**config.mk**
```make
export PLATFORM = sky130hd
export DESIGN_NAME = adc_serial_host
export DESIGN_NICKNAME = d
export VERILOG_FILES = /design/src/rtl/adc_host_pkg.sv /design/src/rtl/adc_half_timer.sv /design/src/rtl/adc_ctrl_word.sv /design/src/rtl/adc_result_decode.sv /design/src/rtl/adc_serial_host.sv
export SDC_FILE = /design/constraint.sdc
export NUM_CORES = 1
export LEC_CHECK = 0
export CAP_MARGIN = 25
export CORE_UTILIZATION = 50
export CTS_CLUSTER_DIAMETER = 100
export DETAILED_ROUTE_END_ITERATION = 8
export PLACE_DENSITY = 0.85
export SYNTH_ARGS = -nofsm -noshare
export SYNTH_HDL_FRONTEND = slang
export SYNTH_SLANG_ARGS = --single-unit
export TNS_END_PERCENT = 20
```
**constraint.sdc**
```tcl
create_clock -name clk -period 1.7 [get_ports clk]
set_input_delay 0.34 -clock clk [delete_from_list [all_inputs] [get_ports clk]]
set_output_delay 0.34 -clock clk [all_outputs]
set_load 0.01 [all_outputs]
```
**src/rtl/adc_host_pkg.sv**
```systemverilog
package adc_host_pkg;

    localparam int FRAME_BITS = 16;
    localparam int DATA_BITS  = 12;
    localparam int CHAN_BITS  = 2;
    localparam int IDX_W      = $clog2(FRAME_BITS);

    typedef enum logic [1:0] {
        PH_IDLE = 2'd0,
        PH_HIGH = 2'd1,
        PH_LOW  = 2'd2,
        PH_GAP  = 2'd3
    } phase_e;

    typedef struct packed {
        logic       wr;
        logic [1:0] seq;
        logic [1:0] addr;
        logic       rng;
        logic       coding;
    } ctrl_cfg_t;

endpackage

```
**src/rtl/adc_half_timer.sv**
```systemverilog
module adc_half_timer #(
    parameter int HALF = 2
) (
    input  logic clk,
    input  logic rst_n,
    input  logic restart,
    output logic tick
);
    localparam int CW = (HALF > 1) ? $clog2(HALF) : 1;
    localparam logic [CW-1:0] LAST = CW'(HALF - 1);

    logic [CW-1:0] cnt_d, cnt_q;

    assign tick = (cnt_q == LAST) && !restart;

    always_comb begin
        cnt_d = cnt_q;
        if (restart || cnt_q == LAST) begin
            cnt_d = '0;
        end else begin
            cnt_d = cnt_q + 1'b1;
        end
    end

    always_ff @(posedge clk or negedge rst_n) begin
        if (!rst_n) begin
            cnt_q <= '0;
        end else begin
            cnt_q <= cnt_d;
        end
    end


    tick_spacing_chk: assert property (@(posedge clk) disable iff (!rst_n)
        (tick && !restart) |=> (cnt_q == '0));

endmodule

```
**src/rtl/adc_ctrl_word.sv**
```systemverilog
module adc_ctrl_word
    import adc_host_pkg::*;
(
    input  ctrl_cfg_t               cfg,
    output logic [FRAME_BITS-1:0]   word
);
    localparam int PAD = FRAME_BITS - $bits(ctrl_cfg_t);

    always_comb begin
        word = {cfg.wr, cfg.seq, cfg.addr, cfg.rng, cfg.coding, {PAD{1'b0}}};
    end

endmodule

```
**src/rtl/adc_result_decode.sv**
```systemverilog
module adc_result_decode
    import adc_host_pkg::*;
(
    input  logic                  clk,
    input  logic                  rst_n,
    input  logic                  done,
    input  logic [FRAME_BITS-1:0] frame,
    input  logic                  coding,
    output logic                  valid,
    output logic                  err,
    output logic [CHAN_BITS-1:0]  chan,
    output logic [DATA_BITS-1:0]  raw,
    output logic [DATA_BITS-1:0]  offbin
);
    localparam int LEAD_HI = FRAME_BITS - 1;
    localparam int LEAD_LO = FRAME_BITS - 2;
    localparam int TAG_HI  = LEAD_LO - 1;
    localparam int TAG_LO  = DATA_BITS;

    typedef struct packed {
        logic                 valid;
        logic                 err;
        logic [CHAN_BITS-1:0] chan;
        logic [DATA_BITS-1:0] raw;
        logic [DATA_BITS-1:0] offbin;
    } dec_t;

    dec_t r_d, r_q;
    logic lead_bad;
    logic [DATA_BITS-1:0] body;

    always_comb begin
        lead_bad = |frame[LEAD_HI:LEAD_LO];
        body     = frame[DATA_BITS-1:0];
        r_d       = r_q;
        r_d.valid = 1'b0;
        r_d.err   = 1'b0;
        if (done) begin
            if (lead_bad) begin
                r_d.err = 1'b1;
            end else begin
                r_d.valid  = 1'b1;
                r_d.chan   = frame[TAG_HI:TAG_LO];
                r_d.raw    = body;
                r_d.offbin = coding ? {~body[DATA_BITS-1], body[DATA_BITS-2:0]} : body;
            end
        end
    end

    always_ff @(posedge clk or negedge rst_n) begin
        if (!rst_n) begin
            r_q <= '0;
        end else begin
            r_q <= r_d;
        end
    end

    assign valid  = r_q.valid;
    assign err    = r_q.err;
    assign chan   = r_q.chan;
    assign raw    = r_q.raw;
    assign offbin = r_q.offbin;


    valid_err_excl_chk: assert property (@(posedge clk) disable iff (!rst_n)
        !(valid && err));


    valid_pulse_chk: assert property (@(posedge clk) disable iff (!rst_n)
        valid |=> !valid);

endmodule

```
**src/rtl/adc_serial_host.sv**
```systemverilog
module adc_serial_host
    import adc_host_pkg::*;
#(
    parameter int DIV_HALF    = 2,
    parameter int GAP_PERIODS = 2
) (
    input  logic                 clk,
    input  logic                 rst_n,
    input  logic                 req,
    input  logic [1:0]           cfg_addr,
    input  logic [1:0]           cfg_seq,
    input  logic                 cfg_range,
    input  logic                 cfg_coding,
    output logic                 ser_clk,
    output logic                 ser_cs_n,
    output logic                 ser_mosi,
    input  logic                 ser_miso,
    output logic                 busy,
    output logic                 res_valid,
    output logic [1:0]           res_chan,
    output logic [11:0]          res_raw,
    output logic [11:0]          res_offbin,
    output logic                 frame_err
);
    localparam int GAP_HALVES = 2 * GAP_PERIODS;
    localparam int GW = (GAP_HALVES > 1) ? $clog2(GAP_HALVES) : 1;
    localparam logic [GW-1:0]    GAP_LAST = GW'(GAP_HALVES - 1);
    localparam logic [IDX_W-1:0] BIT_LAST = IDX_W'(FRAME_BITS - 1);

    typedef struct packed {
        phase_e                phase;
        logic                  sclk;
        logic                  cs_n;
        logic [FRAME_BITS-1:0] tx;
        logic [FRAME_BITS-1:0] rx;
        logic [IDX_W-1:0]      bit_idx;
        logic [GW-1:0]         gap_idx;
        logic                  coding;
        logic                  done;
    } host_t;

    host_t s_d, s_q;
    ctrl_cfg_t cfg_now;
    logic [FRAME_BITS-1:0] word_now;
    logic half_tick;
    logic timer_restart;

    assign cfg_now = '{wr: 1'b1, seq: cfg_seq, addr: cfg_addr,
                       rng: cfg_range, coding: cfg_coding};

    adc_ctrl_word u_word (
        .cfg  (cfg_now),
        .word (word_now)
    );

    assign timer_restart = (s_q.phase == PH_IDLE);

    adc_half_timer #(.HALF(DIV_HALF)) u_timer (
        .clk     (clk),
        .rst_n   (rst_n),
        .restart (timer_restart),
        .tick    (half_tick)
    );

    always_comb begin
        s_d      = s_q;
        s_d.done = 1'b0;
        unique case (s_q.phase)
            PH_IDLE: begin
                if (req) begin
                    s_d.phase   = PH_HIGH;
                    s_d.cs_n    = 1'b0;
                    s_d.sclk    = 1'b1;
                    s_d.tx      = word_now;
                    s_d.coding  = cfg_coding;
                    s_d.bit_idx = '0;
                end
            end
            PH_HIGH: begin
                if (half_tick) begin
                    s_d.phase = PH_LOW;
                    s_d.sclk  = 1'b0;
                end
            end
            PH_LOW: begin
                if (half_tick) begin
                    s_d.sclk = 1'b1;
                    s_d.rx   = {s_q.rx[FRAME_BITS-2:0], ser_miso};
                    if (s_q.bit_idx == BIT_LAST) begin
                        s_d.phase   = PH_GAP;
                        s_d.cs_n    = 1'b1;
                        s_d.done    = 1'b1;
                        s_d.gap_idx = '0;
                    end else begin
                        s_d.phase   = PH_HIGH;
                        s_d.bit_idx = s_q.bit_idx + 1'b1;
                        s_d.tx      = {s_q.tx[FRAME_BITS-2:0], 1'b0};
                    end
                end
            end
            PH_GAP: begin
                if (half_tick) begin
                    if (s_q.gap_idx == GAP_LAST) begin
                        s_d.phase = PH_IDLE;
                    end else begin
                        s_d.gap_idx = s_q.gap_idx + 1'b1;
                    end
                end
            end
            default: s_d.phase = PH_IDLE;
        endcase
    end

    always_ff @(posedge clk or negedge rst_n) begin
        if (!rst_n) begin
            s_q         <= '0;
            s_q.phase   <= PH_IDLE;
            s_q.sclk    <= 1'b1;
            s_q.cs_n    <= 1'b1;
        end else begin
            s_q <= s_d;
        end
    end

    adc_result_decode u_dec (
        .clk    (clk),
        .rst_n  (rst_n),
        .done   (s_q.done),
        .frame  (s_q.rx),
        .coding (s_q.coding),
        .valid  (res_valid),
        .err    (frame_err),
        .chan   (res_chan),
        .raw    (res_raw),
        .offbin (res_offbin)
    );

    assign ser_clk  = s_q.sclk;
    assign ser_cs_n = s_q.cs_n;
    assign ser_mosi = s_q.tx[FRAME_BITS-1];
    assign busy     = (s_q.phase != PH_IDLE);


    idle_clk_high_chk: assert property (@(posedge clk) disable iff (!rst_n)
        ser_cs_n |-> ser_clk);


    mosi_hold_chk: assert property (@(posedge clk) disable iff (!rst_n)
        (!ser_clk && !$past(ser_clk)) |-> $stable(ser_mosi));


    strobe_deselected_chk: assert property (@(posedge clk) disable iff (!rst_n)
        res_valid |-> ser_cs_n);


    gap_busy_chk: assert property (@(posedge clk) disable iff (!rst_n)
        $rose(ser_cs_n) |-> busy);

endmodule

```
**Word-level counts from Yosys, hierarchy flattened**

Cells that the tools add are included.

- Register bits: 73
- Memories: 0
- RAM bits: 0
- Logic and storage cells: 77
- Output and inout port bits: 32
- Latch bits: 0
- Input port bits: 10
- ROM bits: 0

- Divide/modulo/power cells: 0
- Bitwise logic cells: 2
- Multiply operators: 0
- Eq/ne operators: 13
- Reductions and logical operators: 17
- Multiplexer cells: 27
- Magnitude comparators: 0
- Shift-type cells: 0
- Add/sub/neg operators: 3

Operators with widths:

| cell | number |
|---|---|
| two-way mux 42 bit | 1 |
| one-hot mux 17 bit (2 select lines) | 1 |
| two-way mux 28 bit | 1 |
| two-way mux 26 bit | 1 |
| two-way mux 20 bit | 1 |
| two-way mux 16 bit | 1 |
| != test 2 bit (second input constant) | 8 |
| two-way mux 12 bit | 1 |
| two-way mux 2 bit | 6 |
| AND reduction 4 bit | 3 |
| AND reduction 5 bit | 2 |
| two-way mux 4 bit | 2 |
| one-hot mux 2 bit (4 select lines) | 1 |
| one-hot mux 4 bit (2 select lines) | 1 |
| two-way mux 1 bit | 7 |
| == test 2 bit (second input constant) | 3 |
| AND reduction 2 bit | 3 |
| nonzero test 2 bit | 3 |
| adder 4 x 1 -> 4 bit (second input constant) | 1 |
| == test 4 bit (second input constant) | 1 |
| one-hot mux 2 bit (2 select lines) | 1 |
| two-way mux 3 bit | 1 |
| one-hot mux 1 bit (3 select lines) | 1 |
| nonzero test 3 bit | 1 |
| 9 further kinds | 10 |

**Logic depth before layout (Yosys ltp)**

Gate-level depths: netlist of run 1.

- Depth in word-level cells: 5
- Mapped depth: 5
- Depth with buffers taken out: 4

**By module**

A second synthesis of run 1 with hierarchy kept.

- Cell total of the unflattened synthesis: 256
- Area total of the unflattened synthesis: 3,121.7 um^2

By module, submodules not included:

| module | cells an instance | area each (um^2) | sequential area each (um^2) | times used |
|---|---|---|---|---|
| adc_serial_host | 189 | 2,189.6 | 1,103.6 | 1 |
| adc_result_decode | 47 | 765.7 | 425.4 | 1 |
| adc_ctrl_word | 17 | 123.9 | 0.0 | 1 |
| adc_half_timer | 3 | 42.5 | 25.0 | 1 |

**Least setup slack after synthesis of run 1**

OpenSTA, ideal clock, no wires.

- Path type: register to register
- Start: register s_q[4] (netlist bit)
- End: register s_q[33] (netlist bit)
- Path slack: 0.238 ns
- Stages on the path, launching flop included: 5
- Arrival time: 1.337 ns
- Library setup time: 0.125 ns
- Clock period less this slack: 1.462 ns
- Buffers on the path: 0
- Required time: 1.575 ns
- Cell sequence: dfrtp_1 ha_1 nand3_1 a21oi_4 mux2_2

- Longest elaborated chain between the ends: 3

RTL lines:

| item | RTL line | text |
|---|---|---|
| from (decl) | adc_serial_host.sv:42 | `host_t s_d, s_q;` |
| == test 4 bit | adc_serial_host.sv:89 | `if (s_q.bit_idx == BIT_LAST) begin` |
| != test 2 bit (no line) | -- |  |
| AND reduction 4 bit (no line) | -- |  |

Every way passes these cells.
A chain may end at the register's enable or synchronous reset.

**Final worst setup path of run 1**

- Start: register s_q[42] (netlist bit)
- End: output busy

- Longest elaborated chain between the ends: 1

RTL lines:

| item | RTL line | text |
|---|---|---|
| nonzero test 2 bit | adc_serial_host.sv:141 | `assign busy = (s_q.phase != PH_IDLE);` |
| to (decl) | adc_serial_host.sv:18 | `output logic busy,` |

Every way passes these cells.

==> key figures, run 1 <==
Synthesis
  • Leading area contributor after synthesis: dfrtp_1
  • Most numerous cell in the Yosys netlist: nand2_1
  • Seq cells post-synth: 61
  • Ys async rst share: 100.0%
  • Sequential share of the synthesized area: 58.11%
  • Post-synth EDFFs: 0
  • Yosys top cell area share: 56.11%
  • Top FF cell, synth: dfrtp_1
  • Synthesized area: 2631 sq um
  • Post-Syn Instances: 246
  • Warnings from Yosys: 0
  • Synth Net Count: 258
  • Synth cell count leaders: nand2_1, dfrtp_1, mux2_2, nand3_1, o21ai_0
  • Synth cell types: 38
  • Top cells by area, synth: dfrtp_1, mux2_2, nand2_1
  • Mean post-synth cell area: 10.70 sq um

Power and ir drop
  • P_leak: 0.001573 uW
  • Seq pwr share: 45.6%
  • Clock power share: 27.0%
  • Psw: 1472 uW
  • Switching Fraction: 31.99%
  • Pwr dens: 1391 nW/um^2
  • Peak supply drop: 0.0008884 V
  • Internal: 3128 uW
  • Combinational share of power: 27.3%
  • Pwr Total: 4600 uW

Setup path
  • Arr. time, crit path: 1.32 ns
  • CP Class: reg -> out
  • Critical Path RT: 1.36 ns
  • Crit path cell chain: or2_2, dlygate4sd2_1
  • CP startpoint: s_q[42]
  • Worst path slowest cell: dfrtp_1
  • FF-to-FF path depth: 4
  • R2R Setup Slk: 0.12 ns
  • Startpoint types: flop
  • Worst Path Max Fanout: 4
  • R2R Path Start: s_q[4]
  • Slowest stage delay, CP: 0.41 ns
  • Critical path endpoint category: output port

Place
  • Post-DP HPWL: 3237 um
  • Port bufs: 41
  • Final Wtd Congestion: 0.7707
  • Place WS: -0.07512 ns
  • Area after DPL: 3110 sq um

Detailed routing
  • Initial DRC count: 69
  • Final WL: 4717 um
  • Post-DRT Antenna Nets: 0
  • Routed length per instance: 12.96 um
  • Number of remaining DRC errors: 0
  • Vias per inst: 5.036
  • Pre-antenna DRT Iters: 5
  • Routed vias: 1,833

GRT
  • Antenna violations before repair: 0
  • GRT Overall Usage: 19.81%
  • Vias in the first global route: 1,778
  • Gr ovfl total: 0
  • Largest net degree at the start of global routing: 27
  • First-pass GRT wire length: 8059 um

Run status
  • Outcome: finished clean

Die
  • Core area: 5075 sq um
  • DIE AREA: 5557 sq um
  • DIE WIDTH: 74.55 um
  • Site row count: 26
  • Die Ht: 74.55 um
  • IO Pins: 42
  • Initial core utilization: 51.85%

Clock network
  • Total CTS buffers: 9
  • CTS tree: done
  • H-tree depth: 3
  • Worst skew pair latency: 0.33 ns
  • Longest Clk Path Bufs: 2
  • Clk root buf: clkbuf_8
  • Setup Fix Bufs, Post-CTS: 0
  • CTS Sinks: 61
  • Clock slew seen by the registers of the worst setup and hold paths: 0.06 ns

STA
  • Setup ws final: 0.04148 ns
  • Fin. max-slew vios: 0
  • Final Setup Violations: 0
  • Worst Tran Pin Value: 0.5688 ns
  • Maximum clock frequency: 602.9 MHz
  • RSZ-0062 raised after global routing: false
  • Period minus WS final: 1.659 ns
  • Final Hold Fails: 0
  • Final period util: 97.56%
  • Fin Setup TNS: 0 ns
  • Max_slew headroom: 62.08%
  • Final clock skew: 0.006351 ns

Job
  • Max_cap viols: 0

Cells and area
  • Diodes inserted: 0
  • Area Growth Syn to Fin: 25.68%
  • Layout cells sized above 1: 20.41%
  • Final Instance Area: 3307 sq um
  • Final #Nets: 301

Worst hold path
  • Hold/Removal Path Class: in -> async
## cells in the final DEF (no fill, tap or decap), types with 3 or more instances in the layout
cell	instances
nand2_1	60
dfrtp_1	59
clkdlybuf4s50_1	37
mux2_2	21
nand3_1	16
o21ai_0	16
buf_4	12
clkbuf_8	10
inv_1	9
a21oi_1	6
nor2_1	4
and2_1	3
dlygate4sd2_1	3
## layer usage
metal | GRT usage [%] | routed length [um] | vias to the layer above
met2 | 31.13 | 2261 | 49
met5 | 0 | 0 | -
met1 | 25.78 | 2187 | 876
met4 | 10.69 | 91 | 0
met3 | 4.201 | 177 | 8
li1 | - | - | 900
## cells by family (layout without fill, tap and decap cells)
family          count (synthesis)  in the layout  share of synthesized area [%]
buf+inv                        32             80                          6.752
flops                          61             61                          58.11
mux                            22             22                          9.368
simple gates                   93             93                          16.26
compound gates                 35             35                          8.227
fa+ha+maj                       2              2                         0.9509
xor+xnor                        1              1                         0.3329
## repair_timing
action,4_1_cts,5_1_grt
hold buffers,0,0
pin swaps,0,1
gates resized for setup,3,2
setup endpoints to repair,3,7
## critical path: cells and delay by family, from the launching register on
kind | cells | cell delay, ns
AND/OR/NAND/NOR | 1 | 0.29
flip-flops | 1 | 0.41
buffers and inverters | 1 | 0.29
## per-stage QoR
stage | hold WS [ns] | utilization [%] | std cells
2_1_floorplan | 0.04441 | - | 246
3_3_place_gp | 0.3581 | 61.29 | 348
3_5_place_dp | 0.3620 | 61.29 | 348
4_1_cts | 0.01020 | 65.01 | 364
5_1_grt | 0.03908 | 65.16 | 364
6_report | 0.002827 | 65.16 | 364
## state kept, by name, indices dropped and copies added (netlist names)
register,cells
ser_clk,1
s_q,40
u_dec.err,1
u_dec.offbin,12
ser_mosi,1
u_dec.valid,1
u_timer.cnt_q,1
u_dec.raw,1
u_dec.chan,2
ser_cs_n,1
## final timing paths
| kind | end |
|---|---|
| min in group clk | s_q[29] |
| max in group asynchronous | s_q[7] |
| worst max register to register | s_q[33] |
| worst min-delay path | s_q[31] |
| worst max-delay path | busy |
| worst min register to register | s_q[29] |
## area by class of cell
type | instances | area [sq um]
fill | 417 | 1768
sequential | 61 | 1529
clock inverter | 4 | 47.55
multi-input combinational | 153 | 932.1
clock buffer | 12 | 145.1
tap | 70 | 87.58
inverter | 9 | 33.78
timing repair buffer | 55 | 531.8
## power groups by stage
stage	Sequential [uW]	Clock [uW]	Combinational, uW
floorplan	2080	0	882
finish	2100	1240	1260
global placement	2090	0	1230
CTS	2090	1280	1270
global route	2150	1330	1430
detailed placement	2110	0	1280
No activity file was read; power rests on OpenSTA's default activity.
==> run 2, diff against run 1 <==
- RECOVER_POWER: default -> 100
- TNS_END_PERCENT: 20 -> 10
==> run 2 against run 1 <==
Effect of this change: worst hold slack improved by 0.26 ns; core utilization is 0.79 points lower; clock-buffer cell count unchanged; sequential cell count unchanged; global-route usage stayed put; critical path depth unchanged; sequential power is essentially flat; cell count stayed put; worst setup slack got worse by 0.0042 ns.
==> key figures, run 2 (synthesized netlist as in run 1, its figures left out) <==
Run status
  • Outcome: finished clean (unchanged)

Cells and area
  • Area Growth Syn to Fin: 24.16% (was 25.68%)
  • Final #Nets: 301 (unchanged)
  • Largest register FFs: 40 (unchanged)
  • Register area: 1529 sq um (unchanged)
  • Top reg by flops: s_q (unchanged)
  • Layout cells sized above 1: 18.37% (was 20.41%)
  • Most frequent cells in the layout: nand2_1, dfrtp_1, clkdlybuf4s50_1 (unchanged)
  • Non-filler instance count after layout: 364 (unchanged)
  • Commonest non-fill, non-tap cell in the layout: nand2_1 (unchanged)
  • Diodes inserted: 0 (unchanged)
  • Multi-input logic area: 932.1 sq um (unchanged)
  • # fillers: 423 (was 417)
  • Utilization after layout: 64.37% (was 65.16%)

Setup path
  • Critical path endpoint category: output port (unchanged)
  • Startpoint types: flop (unchanged)
  • CP Buf/Inv Count: 1 (unchanged)
  • Crit path cell chain: or2_2, dlygate4sd2_1 (unchanged)
  • CP Class: reg -> out (unchanged)
  • Critical Path RT: 1.36 ns (about the same)
  • Crit path max-delay family: flip-flops (unchanged)
  • Worst path slowest cell: dfrtp_1 (unchanged)
  • Slowest stage delay, CP: 0.41 ns (about the same)
  • Worst Path Max Fanout: 4 (unchanged)
  • Arr. time, crit path: 1.32 ns (about the same)

Die
  • Core area: 5075 sq um (unchanged)
  • IO Pins: 42 (unchanged)
  • DIE WIDTH: 74.55 um (unchanged)
  • Die Ht: 74.55 um (unchanged)
  • DIE AREA: 5557 sq um (unchanged)
  • Site row count: 26 (unchanged)
  • Initial core utilization: 51.85% (unchanged)

STA
  • Worst Tran Pin Value: 1.278 ns (was 0.5688 ns)
  • Final Hold Fails: 0 (unchanged)
  • Fin Setup TNS: 0 ns (unchanged)
  • RSZ-0062 raised after global routing: false (unchanged)
  • Final period util: 97.81% (was 97.56%)
  • Period minus WS final: 1.663 ns (was 1.659 ns)
  • Hold slack: 0.2676 ns (was 0.002827 ns)
  • Final Setup Violations: 0 (unchanged)
  • Maximum clock frequency: 601.4 MHz (was 602.9 MHz)
  • Final clock skew: 0.007741 ns (was 0.006351 ns)
  • Fin. max-slew vios: 0 (unchanged)
  • Max_slew headroom: 14.80% (was 62.08%)

Clock network
  • Clock slew seen by the registers of the worst setup and hold paths: 0.07 ns (was 0.06 ns)
  • Worst skew pair latency: 0.33 ns (about the same)
  • Total CTS buffers: 9 (unchanged)
  • Longest Clk Path Bufs: 2 (unchanged)
  • Setup Fix Bufs, Post-CTS: 0 (unchanged)
  • Hold buffer count at CTS: 0 (unchanged)
  • Clk root buf: clkbuf_8 (unchanged)
  • CTS tree: done (unchanged)
  • CTS Sinks: 61 (unchanged)
  • H-tree depth: 3 (unchanged)

Job
  • Max_cap viols: 0 (unchanged)

GRT
  • GRT Overall Usage: 19.81% (unchanged)
  • First-pass GRT wire length: 8059 um (unchanged)
  • Antenna violations before repair: 0 (unchanged)
  • Largest net degree at the start of global routing: 27 (unchanged)
  • Vias in the first global route: 1,778 (unchanged)
  • Gr ovfl total: 0 (unchanged)

Place
  • Port bufs: 41 (unchanged)
  • Post-DP HPWL: 3237 um (unchanged)
  • Placed cell count: 348 (unchanged)
  • Final Wtd Congestion: 0.7707 (unchanged)

Worst hold path
  • Hold/Removal Path Class: in -> async (unchanged)

Power and ir drop
  • P_leak: 0.001572 uW (was 0.001573 uW)
  • Peak supply drop: 0.0008650 V (was 0.0008884 V)
  • Pwr Total: 4575 uW (was 4600 uW)
  • Pwr dens: 1400 nW/um^2 (was 1391 nW/um^2)

Detailed routing
  • Number of remaining DRC errors: 0 (unchanged)
  • Vias per inst: 5.047 (was 5.036)
  • Post-DRT Antenna Nets: 0 (unchanged)
  • Initial DRC count: 94 (was 69)
  • Routed vias: 1,837 (was 1,833)
  • Routed length per instance: 13.06 um (was 12.96 um)
  • Final WL: 4754 um (was 4717 um)
  • Pre-antenna DRT Iters: 4 (was 5)
[run 2: changes by cell type in the layout (fill, tap and decap cells not counted), sizes merged]
cell           delta
dlygate4sd3       +7
clkdlybuf4s50     -7
buf               -7
clkbuf            +7
[run 2: report_power, final]
group / internal (uW) / switching (uW)
combinational: 558 / 674
clock: 713 / 537
sequential: 1830 / 263
[run 2: through the flow]
stage          setup slack, ns  instance area [sq um]
2_1_floorplan           0.2380                   2631
3_3_place_gp          -0.02100                   3110
3_5_place_dp          -0.07512                   3110
4_1_cts                0.02333                   3299
5_1_grt               0.001370                   3267
6_report               0.03726                   3267
[run 2: timing repair]
item / 4_1_cts / 5_1_grt
pin swaps: 0 / 1
endpoints found under the setup margin: 3 / 7
gates resized for setup: 3 / 2
[run 2: per-layer routing]
| metal | share of wire (%) | track usage (%) |
|---|---|---|
| met4 | 2.1 | 10.69 |
| met2 | 49 | 31.13 |
| met5 | 0 | 0 |
| met1 | 45 | 25.78 |
| met3 | 3.8 | 4.201 |
[run 2: layout make-up]
type	count	area share, %
clock buffer	12	4.443
clock inverter	4	1.455
inverter	9	1.034
multi-input combinational	153	28.53
sequential	61	46.80
tap	70	2.681
timing repair buffer	55	15.05
[run 2: worst paths after layout]
path	from	end	slack, ns	cells after the start
max	s_q[42]	busy	0.04	2
min	rst_n	s_q[31]	0.27	1
max reg2reg	s_q[43]	s_q[5]	0.10	4
min reg2reg	s_q[13]	s_q[14]	0.50	2
max in group asynchronous	rst_n	u_dec.offbin[0]	0.34	2
min in group clk	s_q[13]	s_q[14]	0.50	2
==> run 3, diff against run 2 <==
- PLACE_DENSITY: 0.85 -> default
- PLACE_DENSITY_LB_ADDON: default -> 0.15
==> run 3 against run 2 <==
Effect of this change: via count grew 1.5%; cell count grew 0.27%; power increased by 11%; clock skew fell by 0.0024 ns; worst setup slack gained 0.016 ns; die area is the same; fmax grew 0.95%; critical path depth is the same; final area up 1.6%; sequential share of layout area shrank 0.72 points; critical path type unchanged; highest routed layer unchanged.
==> key figures, run 3 (synthesized netlist as in run 1, its figures left out) <==
Power and ir drop
  • Psw: 1543 uW (was 1475 uW)
  • Seq pwr share: 41.5% (was 45.7%)
  • Peak supply drop: 0.0009465 V (was 0.0008650 V)
  • Pwr Total: 5057 uW (was 4575 uW)
  • Switching Fraction: 30.52% (was 32.23%)
  • Pwr dens: 1524 nW/um^2 (was 1400 nW/um^2)
  • P_leak: 0.001596 uW (was 0.001572 uW)
  • Internal: 3513 uW (was 3100 uW)
  • Combinational share of power: 25.1% (was 26.9%)
  • Clock power share: 33.5% (was 27.3%)

Job
  • Max_cap viols: 0 (unchanged)

Detailed routing
  • Routed length per instance: 13.28 um (was 13.06 um)
  • Pre-antenna DRT Iters: 4 (unchanged)
  • Routed vias: 1,864 (was 1,837)
  • Vias per inst: 5.107 (was 5.047)
  • Post-DRT Antenna Nets: 0 (unchanged)
  • Number of remaining DRC errors: 0 (unchanged)
  • Initial DRC count: 104 (was 94)
  • Final WL: 4847 um (was 4754 um)

Clock network
  • H-tree depth: 3 (unchanged)
  • Clock slew seen by the registers of the worst setup and hold paths: 0.07 ns (about the same)
  • Worst skew pair latency: 0.34 ns (was 0.33 ns)
  • Longest Clk Path Bufs: 2 (unchanged)
  • Total CTS buffers: 9 (unchanged)
  • Setup Fix Bufs, Post-CTS: 0 (unchanged)
  • Clk root buf: clkbuf_8 (unchanged)
  • CTS tree: done (unchanged)
  • CTS Sinks: 61 (unchanged)

Die
  • Site row count: 26 (unchanged)
  • Initial core utilization: 51.85% (unchanged)
  • Die Ht: 74.55 um (unchanged)
  • DIE AREA: 5557 sq um (unchanged)
  • IO Pins: 42 (unchanged)
  • DIE WIDTH: 74.55 um (unchanged)
  • Core area: 5075 sq um (unchanged)

STA
  • Fin. max-slew vios: 0 (unchanged)
  • Final Hold Fails: 0 (unchanged)
  • Worst Tran Pin Value: 0.8007 ns (was 1.278 ns)
  • Final clock skew: 0.005299 ns (was 0.007741 ns)
  • Max_slew headroom: 46.62% (was 14.80%)
  • Period minus WS final: 1.647 ns (was 1.663 ns)
  • Setup ws final: 0.05284 ns (was 0.03726 ns)
  • Final Setup Violations: 0 (unchanged)
  • Final period util: 96.89% (was 97.81%)
  • Maximum clock frequency: 607.1 MHz (was 601.4 MHz)
  • RSZ-0062 raised after global routing: false (unchanged)

Place
  • Port bufs: 41 (unchanged)
  • Place WS: -0.06400 ns (was -0.07512 ns)
  • Post-DP HPWL: 3056 um (was 3237 um)
  • Final Wtd Congestion: 0.7792 (was 0.7707)

Cells and area
  • Largest register FFs: 40 (unchanged)
  • Area Growth Syn to Fin: 26.11% (was 24.16%)
  • Final #Nets: 302 (was 301)
  • Most frequent cells in the layout: nand2_1, dfrtp_1, clkdlybuf4s50_1 (unchanged)
  • Commonest non-fill, non-tap cell in the layout: nand2_1 (unchanged)
  • Diodes inserted: 0 (unchanged)
  • Top reg by flops: s_q (unchanged)
  • Layout cells sized above 1: 17.63% (was 18.37%)

GRT
  • Largest net degree at the start of global routing: 62 (was 27)
  • Antenna violations before repair: 0 (unchanged)
  • Vias in the first global route: 1,736 (was 1,778)
  • First-pass GRT wire length: 8155 um (was 8059 um)
  • Gr ovfl total: 0 (unchanged)
  • GRT Overall Usage: 20.41% (was 19.81%)

Setup path
  • Worst Path Max Fanout: 4 (unchanged)
  • Critical path endpoint category: output port (unchanged)
  • Startpoint types: flop (unchanged)
  • CP Class: reg -> out (unchanged)
  • CP Buf/Inv Count: 1 (unchanged)
  • Arr. time, crit path: 1.31 ns (was 1.32 ns)
  • Crit path max-delay family: flip-flops (unchanged)
  • Slowest stage delay, CP: 0.40 ns (was 0.41 ns)
  • Critical Path RT: 1.36 ns (about the same)
  • Crit path cell chain: or2_2, clkdlybuf4s15_1 (was or2_2, dlygate4sd2_1)
  • Worst path slowest cell: dfrtp_1 (unchanged)

Run status
  • Outcome: finished clean (unchanged)

Worst hold path
  • Hold/Removal Path Class: reg -> reg (was in -> async)
==> run 3: cell count changes in the layout (fill, tap and decap cells not counted), sizes merged <==
cell / previous run / this run
clkdlybuf4s50: 30 / 34
dlygate4sd3: 7 / 4
bufinv: 1 / 4
dlygate4sd2: 3 / 2
clkdlybuf4s15: 0 / 1
clkbuf: 19 / 17
buf: 8 / 7
==> run 3: power by group through the flow <==
stage / Sequential (uW) / Clock [uW] / Combinational [uW]
floorplan: 2080 / 0 / 882
global placement: 2100 / 0 / 1260
detailed placement: 2120 / 0 / 1300
CTS: 2100 / 1740 / 1300
global route: 2150 / 1790 / 1420
finish: 2100 / 1690 / 1270
==> run 3: cell type report <==
class / count / area, sq um
multi-input combinational: 153 / 908.4
timing repair buffer: 56 / 498.0
sequential: 61 / 1529
tap: 70 / 87.58
inverter: 9 / 33.78
clock buffer: 9 / 123.9
fill: 419 / 1757
clock inverter: 7 / 137.6
==> run 3: worst register-to-register path: stages (launching register included) <==
cell and delay (ns):
dfrtp_1 0.40, ha_1 0.18, nand3_1 0.18, a21oi_4 0.36, mux2_2 0.39
==> run 3: stage by stage <==
| stage | hold WS [ns] | TNS [ns] | utilization [%] | instances | cell area, sq um |
|---|---|---|---|---|---|
| floorplan | 0.04441 | 0 | - | 246 | 2631 |
| global placement | 0.3746 | -0.4186 | 61.05 | 348 | 3098 |
| detailed placement | 0.3721 | -0.7425 | 61.05 | 348 | 3098 |
| CTS | 0.4952 | 0 | 66.35 | 365 | 3367 |
| global route | 0.5093 | 0 | 65.38 | 365 | 3318 |
| finish | 0.4777 | 0 | 65.38 | 365 | 3318 |
==> run 3: final timing paths <==
kind	startpoint	endpoint	slack, ns	cells past startpoint
min reg2reg	s_q[0]	u_dec.err	0.48	1
min	s_q[0]	u_dec.err	0.48	1
max reg2reg	s_q[5]	s_q[33]	0.07	4
max in group asynchronous	rst_n	s_q[27]	0.44	3
min in group asynchronous	rst_n	u_dec.offbin[8]	0.74	3
max	s_q[43]	busy	0.05	2
==> run 3: repair_timing <==
| action | 4_1_cts | 5_1_grt |
|---|---|---|
| hold buffers | 1 | 0 |
| gates resized for setup | 4 | 0 |
| setup endpoints to repair | 3 | 0 |
| endpoints found under the hold margin | 12 | 0 |
==> run 3: routing by layer <==
layer / up-vias / part of all wire (%) / GRT usage, % / routed length [um]
met5: - / 0 / 0 / 0
met4: 0 / 2.5 / 13.84 / 119
met3: 10 / 3.8 / 4.878 / 184
met2: 43 / 48 / 30.83 / 2319
met1: 905 / 46 / 26.11 / 2224
li1: 906 / - / - / -
